**config.mk**
```make
export PLATFORM = sky130hd
export DESIGN_NAME = usb_ep_regbank
export DESIGN_NICKNAME = d
export VERILOG_FILES = /design/src/rtl/usb_ep_pkg.sv /design/src/rtl/ep_word_reg.sv /design/src/rtl/ep_token_match.sv /design/src/rtl/usb_ep_regbank.sv
export SDC_FILE = /design/constraint.sdc
export NUM_CORES = 1
export LEC_CHECK = 0
export BUFFER_PORTS_ARGS = -buffer_cell sky130_fd_sc_hd__buf_2
export CAP_MARGIN = 25
export CORE_ASPECT_RATIO = 0.75
export CORE_MARGIN = 5
export CORE_UTILIZATION = 60
export DETAILED_ROUTE_END_ITERATION = 10
export GPL_ROUTABILITY_DRIVEN = 0
export PLACE_DENSITY = 0.81
export SETUP_SLACK_MARGIN = 0.15
export SLEW_MARGIN = 20
export SYNTH_ARGS = -nofsm -noshare
export SYNTH_HDL_FRONTEND = slang
export SYNTH_SLANG_ARGS = --single-unit
```
**constraint.sdc**
```tcl
create_clock -name clk -period 3.5 [get_ports clk]
set_input_delay 0.175 -clock clk [delete_from_list [all_inputs] [get_ports clk]]
set_output_delay 0.175 -clock clk [all_outputs]
set_load 0.05 [all_outputs]
```
**src/rtl/usb_ep_pkg.sv**
```systemverilog
package usb_ep_pkg;
  typedef struct packed {
    logic       ctr_rx;
    logic       dtog_rx;
    logic [1:0] stat_rx;
    logic       setup;
    logic [1:0] ep_type;
    logic       ep_kind;
    logic       ctr_tx;
    logic       dtog_tx;
    logic [1:0] stat_tx;
    logic [3:0] ea;
  } ep_word_t;

  localparam int WORD_W = $bits(ep_word_t);
endpackage

```
**src/rtl/ep_word_reg.sv**
```systemverilog
module ep_word_reg
  import usb_ep_pkg::*;
(
  input  logic        clk,
  input  logic        rst_n,
  input  logic        bus_rst,
  input  logic        wr_en,
  input  logic [15:0] wr_data,
  input  logic        ev_hit,
  input  logic        ev_tx,
  input  logic        ev_cmp,
  input  logic        ev_setup,
  input  logic        ev_tog,
  input  logic        ev_stat_we,
  input  logic [1:0]  ev_stat,
  output ep_word_t    q
);
  ep_word_t w, after_sw, nx;
  assign w = ep_word_t'(wr_data);

  always_comb begin
    after_sw = q;
    if (wr_en) begin
      after_sw.ctr_rx  = q.ctr_rx & w.ctr_rx;
      after_sw.ctr_tx  = q.ctr_tx & w.ctr_tx;
      after_sw.dtog_rx = q.dtog_rx ^ w.dtog_rx;
      after_sw.stat_rx = q.stat_rx ^ w.stat_rx;
      after_sw.dtog_tx = q.dtog_tx ^ w.dtog_tx;
      after_sw.stat_tx = q.stat_tx ^ w.stat_tx;
      after_sw.ep_type = w.ep_type;
      after_sw.ep_kind = w.ep_kind;
      after_sw.ea      = w.ea;
    end
    nx = after_sw;
    if (bus_rst) begin
      nx        = '0;
      nx.ctr_rx = after_sw.ctr_rx;
      nx.ctr_tx = after_sw.ctr_tx;
    end
    if (ev_hit) begin
      if (!ev_tx) begin
        if (ev_cmp) begin
          nx.ctr_rx = 1'b1;
          nx.setup  = ev_setup;
        end
        if (ev_tog)     nx.dtog_rx = ~nx.dtog_rx;
        if (ev_stat_we) nx.stat_rx = ev_stat;
      end else begin
        if (ev_cmp)     nx.ctr_tx  = 1'b1;
        if (ev_tog)     nx.dtog_tx = ~nx.dtog_tx;
        if (ev_stat_we) nx.stat_tx = ev_stat;
      end
    end
  end

  always_ff @(posedge clk) begin
    if (!rst_n) q <= '0;
    else        q <= nx;
  end

  p_ctr_rx_set_r5: assert property (@(posedge clk) disable iff (!rst_n)
    ev_hit && !ev_tx && ev_cmp |=> q.ctr_rx);
  p_ctr_tx_set_r5: assert property (@(posedge clk) disable iff (!rst_n)
    ev_hit && ev_tx && ev_cmp |=> q.ctr_tx);
  p_ctr_keep_busrst_r8: assert property (@(posedge clk) disable iff (!rst_n)
    bus_rst && !wr_en && !ev_hit |=>
      q.ctr_rx == $past(q.ctr_rx) && q.ctr_tx == $past(q.ctr_tx) &&
      q.ea == 4'd0 && q.stat_rx == 2'd0 && q.setup == 1'b0);
  p_setup_ro_r4: assert property (@(posedge clk) disable iff (!rst_n)
    wr_en && !ev_hit && !bus_rst |=> $stable(q.setup));
  p_setup_with_ctr_r6: assert property (@(posedge clk) disable iff (!rst_n)
    $rose(q.setup) |-> q.ctr_rx);
endmodule

```
**src/rtl/ep_token_match.sv**
```systemverilog
module ep_token_match #(
  parameter int N_EP  = 8,
  parameter int IDX_W = $clog2(N_EP)
) (
  input  logic                 tok_valid,
  input  logic [6:0]           tok_addr,
  input  logic [3:0]           tok_ep,
  input  logic [6:0]           dev_addr,
  input  logic [N_EP-1:0][3:0] ea_vec,
  output logic                 hit,
  output logic [IDX_W-1:0]     idx
);
  always_comb begin
    hit = 1'b0;
    idx = '0;
    if (tok_valid && tok_addr == dev_addr) begin
      for (int i = N_EP - 1; i >= 0; i--) begin
        if (ea_vec[i] == tok_ep) begin
          hit = 1'b1;
          idx = IDX_W'(i);
        end
      end
    end
  end
endmodule

```
**src/rtl/usb_ep_regbank.sv**
```systemverilog
module usb_ep_regbank
  import usb_ep_pkg::*;
#(
  parameter int N_EP     = 8,
  parameter int ADDR_W   = 7,
  parameter int DADDR_OF = 'h4C,
  parameter int BTAB_OF  = 'h50,
  localparam int IDX_W   = $clog2(N_EP)
) (
  input  logic              clk,
  input  logic              rst_n,
  input  logic              bus_reset,
  input  logic              sw_we,
  input  logic [ADDR_W-1:0] sw_addr,
  input  logic [15:0]       sw_wdata,
  output logic [15:0]       sw_rdata,
  input  logic              hw_valid,
  input  logic [IDX_W-1:0]  hw_idx,
  input  logic              hw_tx,
  input  logic              hw_cmp,
  input  logic              hw_setup,
  input  logic              hw_tog,
  input  logic              hw_stat_we,
  input  logic [1:0]        hw_stat,
  input  logic              tok_valid,
  input  logic [6:0]        tok_addr,
  input  logic [3:0]        tok_ep,
  output logic              match_hit,
  output logic [IDX_W-1:0]  match_idx,
  output logic [15:0]       btable_base
);
  ep_word_t             ep_q [N_EP];
  logic [N_EP-1:0][3:0] ea_vec;
  logic [6:0]           dev_addr_q;
  logic [12:0]          btab_q;

  for (genvar g = 0; g < N_EP; g++) begin : g_ep
    ep_word_reg u_ep (
      .clk       (clk),
      .rst_n     (rst_n),
      .bus_rst   (bus_reset),
      .wr_en     (sw_we && sw_addr == ADDR_W'(4 * g)),
      .wr_data   (sw_wdata),
      .ev_hit    (hw_valid && hw_idx == IDX_W'(g)),
      .ev_tx     (hw_tx),
      .ev_cmp    (hw_cmp),
      .ev_setup  (hw_setup),
      .ev_tog    (hw_tog),
      .ev_stat_we(hw_stat_we),
      .ev_stat   (hw_stat),
      .q         (ep_q[g])
    );
    assign ea_vec[g] = ep_q[g].ea;
  end

  always_ff @(posedge clk) begin
    if (!rst_n || bus_reset)                          dev_addr_q <= '0;
    else if (sw_we && sw_addr == ADDR_W'(DADDR_OF))   dev_addr_q <= sw_wdata[6:0];
  end

  always_ff @(posedge clk) begin
    if (!rst_n)                                       btab_q <= '0;
    else if (sw_we && sw_addr == ADDR_W'(BTAB_OF))    btab_q <= sw_wdata[15:3];
  end

  assign btable_base = {btab_q, 3'b000};

  always_comb begin
    sw_rdata = '0;
    for (int i = 0; i < N_EP; i++)
      if (sw_addr == ADDR_W'(4 * i)) sw_rdata = ep_q[i];
    if (sw_addr == ADDR_W'(DADDR_OF)) sw_rdata = {9'd0, dev_addr_q};
    if (sw_addr == ADDR_W'(BTAB_OF))  sw_rdata = btable_base;
  end

  ep_token_match #(.N_EP(N_EP), .IDX_W(IDX_W)) u_match (
    .tok_valid(tok_valid),
    .tok_addr (tok_addr),
    .tok_ep   (tok_ep),
    .dev_addr (dev_addr_q),
    .ea_vec   (ea_vec),
    .hit      (match_hit),
    .idx      (match_idx)
  );

  p_match_fields_r9: assert property (@(posedge clk) disable iff (!rst_n)
    match_hit |-> tok_valid && ea_vec[match_idx] == tok_ep && tok_addr == dev_addr_q);
  p_miss_idx_r9: assert property (@(posedge clk) disable iff (!rst_n)
    !match_hit |-> match_idx == '0);
  p_daddr_busrst_r8: assert property (@(posedge clk) disable iff (!rst_n)
    bus_reset |=> dev_addr_q == 7'd0);
  p_btab_busrst_r10: assert property (@(posedge clk) disable iff (!rst_n)
    bus_reset && !(sw_we && sw_addr == ADDR_W'(BTAB_OF)) |=> $stable(btab_q));
endmodule

```
; Yosys cells after proc, flatten, opt, wreduce, memory -nomap -nowiden
; Cells that the tools add are included.
[classes]
reduce_logical = 24
n_eq_ne = 25
mux = 140
bitwise_logic = 65
[op_table]
columns = operator, count
row1 = 16-bit two-way mux, 10
row2 = 15-bit two-way mux, 8
row3 = 4-bit two-way mux, 24
row4 = 11-bit two-way mux, 8
row5 = 5-bit two-way mux, 16
row6 = 1-bit two-way mux, 49
row7 = 4-bit equality test, 8
row8 = 2-bit two-way mux, 16
row9 = 2-bit XOR, 16
row10 = 7-bit by 5-bit equality test with 1-bit output (second input constant), 4
row11 = 3-bit two-way mux, 9
row12 = 1-bit logical AND, 19
row13 = 1-bit inverter, 17
row14 = 1-bit bitwise AND, 16
row15 = 1-bit XOR, 16
row16 = 7-bit by 4-bit equality test with 1-bit output (second input constant), 2
row17 = 7-bit equality test (second input constant), 2
row18 = 3-bit equality test (second input constant), 4
row19 = 7-bit by 3-bit equality test with 1-bit output (second input constant), 1
row20 = 7-bit equality test, 1
row21 = 7-bit logical NOT, 1
row22 = 3-bit by 2-bit equality test with 1-bit output (second input constant), 2
row23 = 3-bit by 1-bit equality test with 1-bit output (second input constant), 1
row24 = 3-bit logical NOT, 1
row25 = other kinds (3), 3
[word_totals]
wordCells = 336
regBits = 148

; Depth between registers and ports, before layout
[depth]
ltp_word = 11
mapped_depth = 9

; Hierarchy
; A second synthesis with hierarchy kept.
[unflattened]
hier_cells = 988
hier_area_um2 = 8752.1
[by_module_without_submodules]
columns = mod, seq_area_each_um2, n_inst, area_each_um2, cells_each
row1 = ep_word_reg, 320.3, 8, 743.2, 78
row2 = usb_ep_regbank, 400.4, 1, 2224.6, 295
row3 = ep_token_match, 0.0, 1, 581.8, 69

; Worst setup path after synthesis
; OpenSTA, ideal clock, no wires.
[synth_timing]
path_kind = input-to-output
start = input tok_ep[1]
end = output match_idx[2]
slack_ns = 0.489
path_stages = 6
t_arrival_ns = 2.836
n_path_buf = 1
t_required_ns = 3.325
path_cell_list = clkbuf_1 -> xor2_1 -> nor4_1 -> nor2b_1 -> nor2b_1 -> nor4b_1
[synth_via]
elab_chain_cells = 10
word_cells_on_any_way = 17
classes_between = eq/ne: 8 / mux: 9
[synth_lines]
columns = element, line
row1 = "start, declared", usb_ep_regbank.sv:27  ; input logic [3:0] tok_ep,
row2 = 4-bit equality test, ep_token_match.sv:18  ; if (ea_vec[i] == tok_ep) begin
row3 = 3-bit two-way mux (7 in a row), ep_token_match.sv:18
row4 = 3-bit two-way mux *, ep_token_match.sv:18
row5 = 3-bit two-way mux *, ep_token_match.sv:16  ; if (tok_valid && tok_addr == dev_addr) begin
row6 = "end, declared", usb_ep_regbank.sv:29  ; output logic [IDX_W-1:0] match_idx,
; Mark *: on every way between the ends. The rest lies on a longest branch, timed or not.

; Worst setup path after layout
[layout_timing]
start = input sw_addr[2]
end = output sw_rdata[14]
[layout_via]
elab_chain_cells = 11
word_cells_on_any_way = 20
classes_between = eq/ne: 9 / mux: 10 / reduce/logical: 1
[layout_lines]
columns = element, line
row1 = "start, declared", usb_ep_regbank.sv:14  ; input logic [ADDR_W-1:0] sw_addr,
row2 = 7-bit logical NOT, usb_ep_regbank.sv:71  ; if (sw_addr == ADDR_W'(4 * i)) sw_rdata = ep_q[i];
row3 = 16-bit two-way mux (8 in a row), usb_ep_regbank.sv:71
row4 = 16-bit two-way mux, usb_ep_regbank.sv:72  ; if (sw_addr == ADDR_W'(DADDR_OF)) sw_rdata = {9'd0, dev_addr_q};
row5 = 16-bit two-way mux *, usb_ep_regbank.sv:73  ; if (sw_addr == ADDR_W'(BTAB_OF)) sw_rdata = btable_base;
row6 = "end, declared", usb_ep_regbank.sv:16  ; output logic [15:0] sw_rdata,
; Marks and branches as above.

==> qor.yml <==
timing:
  min_period_ns: 2.753
  hold_viol: 0
  tightest_slew_ns: 1.100
  setup_violations: 0
  clock.fmax_mhz: 363.2
  relSlewSlack: 0.2652
  report.final.slew_viol_count: 0
  rsz0062_at_grt: "no"
  holdWs_ns: 0.01748
  period_share: 0.7866
  fin_skew_ns: 0
  setup_tns_ns: 0
routing:
  first_iter_violations: 1577
  antenna_left: 0
  vias: 8997
  routedWlPerCell_um: 21.39
  routed_via_density: 6.611
  wirelength_mm: 29.12
  drtPass1Iterations: 6
  drcViolationCount: 0
critical_path:
  crit_family: "simple AND/OR/NAND/NOR gates"
  critPathMaxStageDelay_ns: 0.55
  crit_fanout: 20
  required_ns: 3.32
  crit_path_start_kind: "input pin"
  end_kind: "output pin"
  crit_arrival_ns: 2.58
  crit_buf_inv: 3
  crit_chain: "buf_2 > or4_1 > buf_4 > nor2_1 > and3_1 > a211oi_1 > o21ai_0 > buf_2"
  crit_slowest_cell: "or4_1"
  path_class: "in2out"
  crit_top_cell: "buf_2"
synth:
  synth.largest_area_cell: "dfxtp_1"
  synth-xor-area-share: 0.08746
  synth_simple_gate_area_frac: 0.2528
  synth_flop_cell: "dfxtp_1"
  seq_area_frac_synth: 0.3401
  synth.distinct_cells: 62
  yosys.area_share.adder: 0
  avgSynthCellArea_sq_um: 7.751
  synthArstFlopShare: 0
  ys_warn_count: 0
  synth_top_area_share: 0.3401
  syn_inst: 1124
  synth_edf_count: 0
  syn_area_sq_um: 8712
  synth_area_leaders: "dfxtp_1 (34%), nand2_1 (5.7%), xor2_1 (4.9%), a21oi_1 (4.0%), nand3_1 (3.8%)"
  ys_seq_elements: 148
  synth_top_family_by_area: "simple AND/OR/NAND/NOR gates"
  synthMuxAreaShare: 0.05012
  synth-compound-area-share: 0.2163
clock_network:
  cts_resized: 0
  cts-root-buf: "clkbuf_16"
  cts_buffers: 17
  clock_sinks: 148
  tritoncts: "done"
  cts_buffer_depth: 2
  worstSkewPairLatency_ns: 0.43
  path_clk_slew_ns: 0.07
  h-tree-depth: 4
die:
  die_w_um: 149.1
  die_height_um: 114.4
  std_cell_rows: 38
  dieArea_sq_um: 17050
  io_pins: 86
  core-area_sq_um: 14360
  start_util: 0.6067
power:
  switching_share: 0.2872
  p_per_area_nw_per_um2: 405.8
  power.switching_mw: 1.138
  clockPowerShare: 0.476
  peakVddDrop_uv: 308.7
  p_leak_nw: 3.535
  pwr-share-seq: 0.428
  combPwrFrac: 0.095
  p_int_mw: 2.824
finish:
  areaGrowthSynthToFinish_pct: 12.08
  drive_gt1_frac: 0.1371
  fin_nets: 1197
grt:
  antenna_found_initial: 1
  track_usage: 0.3353
  grt_overflow_total: 0
  grt_max_degree: 90
  grt_pass1_wl_mm: 44.93
  grt_pass1_vias: 8206
flow_run:
  drv_cap: 0
placed_design:
  io_buffers: 82
  hpwlAfterDp_mm: 19.74
run_status:
  outcome: "completed"
worst_hold_path:
  hold_path_class: "in2reg"
[path summary, 6_finish.rpt]
kind / startpoint / end / slack (ns) / depth (start not counted)
worst min register to register: g_ep[4].u_ep.q[8] / g_ep[4].u_ep.q[8] / 0.46 / 2
worst max register to register: g_ep[4].u_ep.q[6] / g_ep[4].u_ep.q[6] / 2.04 / 4
worst min-delay path: sw_wdata[12] / btab_q[9] / 0.02 / 3
worst max-delay path: sw_addr[2] / sw_rdata[14] / 0.75 / 8
[Yosys cell counts (7+ instances only)]
master and instances:
xnor2_1 38, o21ai_0 62, a31oi_1 8, mux2i_1 29, nor2b_1 29, xor2_1 49, nand2b_1 12, nor3_1 64
nand3b_1 8, clkbuf_1 79, nand4_1 8, o31ai_1 17, a22oi_1 30, a21oi_1 69, nand3_1 67, and2_1 14
a21boi_0 41, nor2_1 75, o211ai_1 7, o2111ai_1 13, dfxtp_1 148, nor4_1 10, buf_2 17, or3_1 7
nand2_1 133
[repair_timing]
| item | in CTS | in global routing |
|---|---|---|
| endpoints found under the hold margin | 1 | 0 |
| setup buffers | 0 | 0 |
| hold buffers | 1 | 0 |
[area by class of cell]
type | count | area, sq um
diodes | 1 | 2.502
clock buffers | 17 | 425.4
clock inverters | 15 | 181.4
fillers | 1239 | 4594
inverters | 5 | 18.77
multi-input cells | 867 | 5315
flip-flops and latches | 148 | 2963
well taps | 200 | 250.2
repair buffers | 108 | 608.1
[placed cells by master, fill, tap and decap left out, types with 38 or more instances in the layout]
| master | n |
|---|---|
| xor2_1 | 49 |
| xnor2_1 | 38 |
| nor2_1 | 75 |
| nand2_1 | 133 |
| nor3_1 | 63 |
| a21oi_1 | 69 |
| dfxtp_1 | 148 |
| a21boi_0 | 41 |
| buf_2 | 82 |
| o21ai_0 | 62 |
| nand3_1 | 67 |
[per-stage QoR]
| step | utilization | setup slack, ns | area [sq um] | total power, mW | std cells |
|---|---|---|---|---|---|
| finish | 0.6800 | 0.7470 | 9764 | 3.963 | 1361 |
| detailed placement | 0.6369 | 0.7969 | 9145 | 2.096 | 1327 |
| floorplan | - | 0.4893 | 8720 | 1.984 | 1126 |
| global route | 0.6800 | 0.6482 | 9764 | 4.066 | 1361 |
| global placement | 0.6369 | 0.8895 | 9145 | 2.091 | 1327 |
| CTS | 0.6799 | 0.8421 | 9762 | 3.956 | 1360 |
[logic make-up after synthesis]
group | count (synthesis)
simple gates | 451
compound gates | 290
flops | 148
buf+inv | 111
xor+xnor | 87
mux | 36
other cells | 1
[worst min-delay path, stage by stage]
cell and delay, ns:
buf_2 0.11, nand3_1 0.05, a21boi_0 0.07
[state kept, by name, summed over array words and instances (netlist names)]
register     flops
btab_q          13
dev_addr_q       7
g_ep.u_ep.q    128
[layer usage]
metal,track usage,share of wire,up-vias
li1,-,-,4052
met1,0.4806,0.41,4176
met2,0.4685,0.41,652
met3,0.1013,0.14,117
met4,0.1372,0.036,0
met5,0,0,-
[power by group through the flow]
stage	registers [mW]	clock network (mW)	logic [mW]
after floorplan	1.73	0	0.250
after global placement	1.73	0	0.356
after detailed placement	1.73	0	0.361
after CTS	1.70	1.90	0.363
after global routing	1.70	1.97	0.398
final	1.70	1.89	0.378
Power figures use the tool's default switching activity.
